### src/rtl/i2c_tgt_pkg.sv
package i2c_tgt_pkg;

  typedef enum logic [2:0] {
    ST_IDLE,
    ST_ADDR,
    ST_ACK_A,
    ST_RX,
    ST_ACK_W,
    ST_TX,
    ST_RACK,
    ST_IGNORE
  } tgt_state_t;

  // True when a sub-address names an existing register.
  function automatic logic reg_in_range(input logic [7:0] a, input int unsigned n);
    return (32'(a) < n);
  endfunction

endpackage

### src/rtl/i2c_tgt_sync.sv
module i2c_tgt_sync (
  input  logic clk,
  input  logic rst_n,
  input  logic scl_i,
  input  logic sda_i,
  output logic scl_lvl,
  output logic sda_lvl,
  output logic ev_start,
  output logic ev_stop,
  output logic ev_rise,
  output logic ev_fall
);
  logic [1:0] scl_ff, sda_ff;
  logic       scl_q, sda_q;

  always_ff @(posedge clk or negedge rst_n) begin
    if (!rst_n) begin
      scl_ff <= 2'b11;
      sda_ff <= 2'b11;
      scl_q  <= 1'b1;
      sda_q  <= 1'b1;
    end else begin
      scl_ff <= {scl_ff[0], scl_i};
      sda_ff <= {sda_ff[0], sda_i};
      scl_q  <= scl_ff[1];
      sda_q  <= sda_ff[1];
    end
  end

  assign scl_lvl  = scl_ff[1];
  assign sda_lvl  = sda_ff[1];
  assign ev_start = scl_q & scl_lvl & sda_q & ~sda_lvl;
  assign ev_stop  = scl_q & scl_lvl & ~sda_q & sda_lvl;
  assign ev_rise  = scl_lvl & ~scl_q;
  assign ev_fall  = ~scl_lvl & scl_q;

endmodule

### src/rtl/i2c_tgt_regfile.sv
module i2c_tgt_regfile
  import i2c_tgt_pkg::*;
#(
  parameter int NREGS = 21,
  parameter int DW    = 8,
  localparam int AW   = $clog2(NREGS)
) (
  input  logic          clk,
  input  logic          rst_n,
  input  logic          bus_we,
  input  logic [7:0]    bus_addr,
  input  logic [DW-1:0] bus_wdata,
  output logic [DW-1:0] bus_rdata,
  input  logic          loc_we,
  input  logic [AW-1:0] loc_addr,
  input  logic [DW-1:0] loc_wdata,
  output logic [DW-1:0] loc_rdata
);
  logic [NREGS-1:0][DW-1:0] mem;
  logic bus_ok, loc_ok;

  assign bus_ok = reg_in_range(bus_addr, NREGS);
  assign loc_ok = reg_in_range(8'(loc_addr), NREGS);

  always_ff @(posedge clk or negedge rst_n) begin
    if (!rst_n) begin
      mem <= '0;
    end else begin
      if (loc_we && loc_ok) mem[loc_addr] <= loc_wdata;
      if (bus_we && bus_ok) mem[bus_addr[AW-1:0]] <= bus_wdata;
    end
  end

  assign bus_rdata = bus_ok ? mem[bus_addr[AW-1:0]] : '1;
  assign loc_rdata = loc_ok ? mem[loc_addr] : '1;

  p_oor_write_dropped_r5: assert property (@(posedge clk) disable iff (!rst_n)
    (bus_we && !bus_ok && !loc_we) |=> $stable(mem));

endmodule

### src/rtl/i2c_tgt_engine.sv
module i2c_tgt_engine
  import i2c_tgt_pkg::*;
#(
  parameter logic [6:0] TGT_ADDR = 7'h6B
) (
  input  logic       clk,
  input  logic       rst_n,
  input  logic       scl_lvl,
  input  logic       sda_lvl,
  input  logic       ev_start,
  input  logic       ev_stop,
  input  logic       ev_rise,
  input  logic       ev_fall,
  input  logic [7:0] bus_rdata,
  output logic       bus_we,
  output logic [7:0] bus_addr,
  output logic [7:0] bus_wdata,
  output logic       sda_oe
);
  tgt_state_t st;
  logic [3:0] cnt;
  logic [7:0] sh, tx, ptr;
  logic       rw, first, nack;
  logic       byte_done, addr_hit;

  assign byte_done = ev_fall && (cnt == 4'd8);
  assign addr_hit  = (sh[7:1] == TGT_ADDR);
  assign bus_we    = byte_done && (st == ST_RX) && !first;
  assign bus_addr  = ptr;
  assign bus_wdata = sh;

  always_ff @(posedge clk or negedge rst_n) begin
    if (!rst_n) begin
      st <= ST_IDLE; cnt <= '0; sh <= '0; tx <= '0; ptr <= '0;
      rw <= 1'b0; first <= 1'b0; nack <= 1'b0; sda_oe <= 1'b0;
    end else if (ev_start) begin
      st <= ST_ADDR; cnt <= '0; sda_oe <= 1'b0;
    end else if (ev_stop) begin
      st <= ST_IDLE; cnt <= '0; sda_oe <= 1'b0;
    end else begin
      case (st)
        ST_ADDR, ST_RX: begin
          if (ev_rise && cnt < 4'd8) begin
            sh  <= {sh[6:0], sda_lvl};
            cnt <= cnt + 4'd1;
          end else if (byte_done) begin
            cnt <= '0;
            if (st == ST_ADDR) begin
              if (addr_hit) begin
                sda_oe <= 1'b1; rw <= sh[0]; first <= 1'b1; st <= ST_ACK_A;
              end else begin
                st <= ST_IGNORE;
              end
            end else begin
              sda_oe <= 1'b1;
              st     <= ST_ACK_W;
              ptr    <= first ? sh : ptr + 8'd1;
            end
          end
        end
        ST_ACK_A: if (ev_fall) begin
          if (rw) begin
            tx <= bus_rdata; sda_oe <= ~bus_rdata[7]; st <= ST_TX;
          end else begin
            sda_oe <= 1'b0; st <= ST_RX;
          end
        end
        ST_ACK_W: if (ev_fall) begin
          sda_oe <= 1'b0; first <= 1'b0; st <= ST_RX;
        end
        ST_TX: begin
          if (ev_rise) begin
            cnt <= cnt + 4'd1;
          end else if (ev_fall && cnt != 4'd0) begin
            if (cnt == 4'd8) begin
              sda_oe <= 1'b0; ptr <= ptr + 8'd1; cnt <= '0; st <= ST_RACK;
            end else begin
              tx <= {tx[6:0], 1'b0}; sda_oe <= ~tx[6];
            end
          end
        end
        ST_RACK: begin
          if (ev_rise) begin
            nack <= sda_lvl;
          end else if (ev_fall) begin
            if (!nack) begin
              tx <= bus_rdata; sda_oe <= ~bus_rdata[7]; st <= ST_TX;
            end else begin
              st <= ST_IGNORE;
            end
          end
        end
        default: ;
      endcase
    end
  end

  p_ignore_quiet_r3: assert property (@(posedge clk) disable iff (!rst_n)
    (st == ST_IGNORE) |-> !sda_oe);

  p_nack_release_r8: assert property (@(posedge clk) disable iff (!rst_n)
    (st == ST_RACK && ev_fall && nack && !ev_start && !ev_stop) |=> (st == ST_IGNORE && !sda_oe));

  p_stop_mid_byte_r9: assert property (@(posedge clk) disable iff (!rst_n)
    ev_stop |=> (st == ST_IDLE && !sda_oe && !bus_we));

  p_drive_scl_low_r11: assert property (@(posedge clk) disable iff (!rst_n)
    (sda_oe != $past(sda_oe)) |-> !scl_lvl);

endmodule

### src/rtl/i2c_target_regs.sv
module i2c_target_regs #(
  parameter logic [6:0] TGT_ADDR = 7'h6B,
  parameter int NREGS = 21,
  localparam int AW   = $clog2(NREGS)
) (
  input  logic          clk,
  input  logic          rst_n,
  input  logic          scl_i,
  input  logic          sda_i,
  output logic          sda_oe,
  input  logic          loc_we,
  input  logic [AW-1:0] loc_addr,
  input  logic [7:0]    loc_wdata,
  output logic [7:0]    loc_rdata
);
  logic scl_lvl, sda_lvl, ev_start, ev_stop, ev_rise, ev_fall;
  logic bus_we;
  logic [7:0] bus_addr, bus_wdata, bus_rdata;

  i2c_tgt_sync u_sync (
    .clk, .rst_n, .scl_i, .sda_i,
    .scl_lvl, .sda_lvl, .ev_start, .ev_stop, .ev_rise, .ev_fall
  );

  i2c_tgt_engine #(.TGT_ADDR(TGT_ADDR)) u_eng (
    .clk, .rst_n, .scl_lvl, .sda_lvl, .ev_start, .ev_stop, .ev_rise, .ev_fall,
    .bus_rdata, .bus_we, .bus_addr, .bus_wdata, .sda_oe
  );

  i2c_tgt_regfile #(.NREGS(NREGS), .DW(8)) u_regs (
    .clk, .rst_n, .bus_we, .bus_addr, .bus_wdata, .bus_rdata,
    .loc_we, .loc_addr, .loc_wdata, .loc_rdata
  );

endmodule

### config.mk
export PLATFORM = sky130hd
export DESIGN_NAME = i2c_target_regs
export DESIGN_NICKNAME = d
export VERILOG_FILES = /design/src/rtl/i2c_tgt_pkg.sv /design/src/rtl/i2c_tgt_sync.sv /design/src/rtl/i2c_tgt_regfile.sv /design/src/rtl/i2c_tgt_engine.sv /design/src/rtl/i2c_target_regs.sv
export SDC_FILE = /design/constraint.sdc
export NUM_CORES = 1
export LEC_CHECK = 0
export BUFFER_PORTS_ARGS = -buffer_cell sky130_fd_sc_hd__buf_2
export CORE_MARGIN = 1
export CORE_UTILIZATION = 56
export CTS_CLUSTER_DIAMETER = 40
export DETAILED_ROUTE_END_ITERATION = 8
export HOLD_SLACK_MARGIN = 0.06
export PLACE_DENSITY_LB_ADDON = 0.2
export SYNTH_ARGS = -nofsm -noshare
export SYNTH_HDL_FRONTEND = slang
export SYNTH_SLANG_ARGS = --single-unit
### constraint.sdc
create_clock -name clk -period 2.9 [get_ports clk]
set_input_delay 0.58 -clock clk [delete_from_list [all_inputs] [get_ports clk]]
set_output_delay 0.58 -clock clk [all_outputs]
set_load 0.1 [all_outputs]
==> impl_metrics.tcl <==
set metrics [dict create \
    fin_hold_ws_ps 163 \
    ys.flop_type "dfrtp_1" \
    pwr-share-comb_pct 27.3 \
    ys.warnings.count 0 \
    synth_cell_types 66 \
    slew_headroom_pct 18.0 \
    worst_slew_pin_slew_ps 1220 \
    grtUsageMet3_pct 8.88 \
    rows 55 \
    grt_pass1_wl_um 65000 \
    finalCriticalPeriod_ps 2930 \
    fill_cells 1731 \
    drv_slew 0 \
    synth_nets 1287 \
    drtAntennaViolNets 0 \
    grt_max_degree 72 \
    via_per_inst 6.62 \
    cts_max_level 2 \
    ys_ff_latch 208 \
    dr.pass1.iters 5 \
    status "finished with violations" \
    met2_usage_pct 55.0 \
    cts_tree "yes" \
    post-dp-hpwl_um 28200 \
    core_um2 22700 \
    final_hold_viol_count 0 \
    p_clk_share_pct 37.7 \
    crit_type "flip-flop to primary output" \
    drc 0 \
    cp_num_cells 5 \
    root_buffer "clkbuf_16" \
    diodes 0 \
    final_cell_area_um2 15100 \
    wire_per_inst_um 25.8 \
    clk_pin_slew_ps 50 \
    setup_viol 5 \
    seq_area_um2 5220 \
    io_pins 27 \
    ys_seq_area_share_pct 40.1 \
    start_kind "flip-flop" \
    vias 10743 \
    p_int_mw 7.69 \
    die_area_um2 23800 \
    portBuffers 26 \
    drive_gt1_share_pct 23.6 \
    finalCritPeriodShare_pct 101 \
    fin_skew_ps 8.82 \
    fmax_mhz 341 \
    start_util_pct 57.3 \
    critPathMaxStageDelay_ps 520 \
    place.gp.congestion 1.04 \
    cp.arrival_ps 2350 \
    clock_path_buffers 3 \
    antenna_found_initial 0 \
    p_sw_share_pct 35.2 \
    die-height_um 154 \
    p_leak_nw 6.41 \
    syn_area_per_cell_um2 10.3 \
    synth_edf_count 0 \
    num-nets-final 1334 \
    fin_setup_tns_ps -73.7 \
    p_switching_mw 4.19 \
    path_max_fanout 3 \
    cp_top_family "multiplexers" \
    cp_slowest_cell "mux4_2" \
    required_ps 2320 \
    multi_input_area_um2 7170 \
    syn_inst 1263 \
    crit_buf_inv 1 \
    setup.worst_path.end_class "primary output" \
    clock-sinks 208 \
    first_global_vias 10671 \
    violations "negative setup slack" \
    postPlaceCellArea_um2 13700 \
    p_seq_share_pct 35.0 \
    grt.met1_usage_pct 50.4 \
    netlist_area_um2 13000 \
    powerDensity_nw_per_um2 787 \
    grt-busiest-layer "met2" \
    die_w_um 154 \
    rsz0062_at_grt "yes" \
    insertion_delay_ps 520 \
    ir_worst_vdd_uv 587 \
    synthArstFlopShare_pct 100 \
    path_cells "mux4_2 -> mux2i_2 -> a21oi_1 -> a221o_1 -> buf_8" \
    holdPathStages 1 \
    gr-total-overflow 0 \
    totalWireLength_um 41800 \
    grt_usage_pct 36.7 \
    reg2reg_depth 7 \
    cts_inserted_buffers 36 \
    drt_iter0_markers 1352 \
    area.growth.synth_to_final_pct 16.1 \
    setup_slack_ps -33.6 \
    min_path_type "primary input to flip-flop" \
    drv_cap 0 \
]
[through the flow]
step                worst slack [ps]  std cells  power (mW)  util [%]
global placement               -82.5       1553        7.18      60.2
detailed placement              -113       1553        7.28      60.2
CTS                            -33.4       1622        11.8      66.3
global route                   -95.7       1623        12.3      66.5
floorplan                       -424       1263        6.11         -
finish                         -33.6       1623        11.9      66.5
[cells in the mapped netlist, types with 3 or more instances]
master | instances | area [um2]
nor3_1 | 8 | 40.0
a221oi_1 | 9 | 78.8
nor2b_1 | 10 | 62.6
a21oi_1 | 192 | 961
a22oi_1 | 16 | 120
o31ai_1 | 3 | 22.5
nand2_1 | 78 | 293
and3_1 | 6 | 37.5
nor3b_1 | 4 | 30.0
o21ai_0 | 34 | 170
buf_4 | 8 | 60.1
or3_1 | 5 | 31.3
nand2b_1 | 7 | 43.8
inv_1 | 14 | 52.6
clkbuf_1 | 49 | 184
nor3_2 | 5 | 50.1
o211ai_1 | 4 | 30.0
buf_2 | 31 | 155
clkbuf_2 | 5 | 25.0
mux2_2 | 16 | 180
nand3b_1 | 4 | 30.0
buf_6 | 13 | 146
mux2i_1 | 177 | 1770
nor2_1 | 194 | 728
nand3_1 | 19 | 95.1
ha_1 | 6 | 75.1
a31oi_1 | 6 | 37.5
mux4_2 | 81 | 1820
buf_1 | 7 | 26.3
o2bb2ai_1 | 3 | 26.3
dfstp_2 | 6 | 158
dfrtp_1 | 202 | 5050
o22a_1 | 3 | 26.3
[state kept, by name, summed over array words and instances (netlist names)]
signal	flops
u_eng.nack	1
u_eng.bus_wdata	8
u_eng.bus_addr	8
u_eng.st	3
u_eng.tx	7
u_sync.sda_q	1
u_sync.scl_q	1
u_regs.mem	168
u_sync.sda_ff	2
u_eng.cnt	4
u_eng.rw	1
u_eng.first	1
u_eng.sda_oe	1
u_sync.scl_ff	2
[layer usage]
metal | vias up | routed length (um)
li1 | 4705 | -
met1 | 5205 | 16600
met2 | 672 | 18600
met3 | 161 | 4530
met4 | 0 | 2190
met5 | - | 0
[layout make-up]
type,instances,area share [%]
multi-input cells,928,47.5
flip-flops and latches,208,34.6
clock buffers,48,6.87
repair buffers,122,6.76
well taps,285,2.36
clock inverters,18,1.60
inverters,14,0.348
[placed cells by master (no fill, tap or decap), drive strengths merged, types with 3 or more instances in the layout]
| cell | n |
|---|---|
| nor3b | 5 |
| nor2b | 11 |
| inv | 22 |
| o22a | 3 |
| a31oi | 6 |
| mux2i | 177 |
| and3 | 6 |
| clkinvlp | 4 |
| bufinv | 4 |
| buf | 119 |
| a21oi | 192 |
| a2111oi | 3 |
| nand2b | 7 |
| dfstp | 6 |
| o2bb2ai | 3 |
| o31ai | 3 |
| nor3 | 14 |
| ha | 6 |
| nand2 | 79 |
| nand3b | 4 |
| nor2 | 195 |
| nand3 | 20 |
| a221oi | 10 |
| o21ai | 34 |
| mux2 | 16 |
| mux4 | 81 |
| clkbuf | 49 |
| nor4 | 3 |
| o211ai | 4 |
| or3 | 5 |
| dfrtp | 202 |
| a22oi | 16 |
[path summary, 6_finish.rpt]
kind	end	startpoint	slack (ps)
max	loc_rdata[7]	u_regs.mem[127]	-30
min	u_sync.sda_ff[0]	sda_i	160
max reg2reg	u_eng.sda_oe	u_eng.bus_addr[3]	240
min reg2reg	u_sync.scl_ff[1]	u_sync.scl_ff[0]	360
max in group asynchronous	u_sync.sda_ff[0]	rst_n	1590
min in group asynchronous	u_regs.mem[18]	rst_n	550
[logic make-up (layout without fill, tap and decap cells)]
| family | after synthesis | count (layout) | share of synthesized area (%) |
|---|---|---|---|
| AND/OR/NAND/NOR | 359 | 359 | 12.5 |
| flip-flops | 208 | 208 | 40.1 |
| multiplexers | 274 | 274 | 29.0 |
| XOR/XNOR | 2 | 2 | 0.135 |
| adder cells (fa/ha/maj) | 6 | 6 | 0.577 |
| buffers and inverters | 127 | 202 | 4.99 |
| AO/OA/AOI/OAI | 287 | 287 | 12.7 |
[power groups by stage]
| stage | registers, mW | logic (mW) | clock network, mW |
|---|---|---|---|
| floorplan | 3.89 | 2.23 | 0 |
| global placement | 4.13 | 3.06 | 0 |
| detailed placement | 4.15 | 3.12 | 0 |
| CTS | 4.11 | 3.17 | 4.51 |
| global route | 4.19 | 3.48 | 4.65 |
| finish | 4.16 | 3.24 | 4.48 |
[what timing repair did]
action / in CTS / in global routing
resized for setup: 17 / 13
pin swaps: 0 / 6
endpoints found under the hold margin: 37 / 0
setup endpoints to repair: 8 / 8
hold buffers: 1 / 0
buffers inserted: 1 / 1
gates cloned: 1 / 0
(Power assumes the default switching activity.)
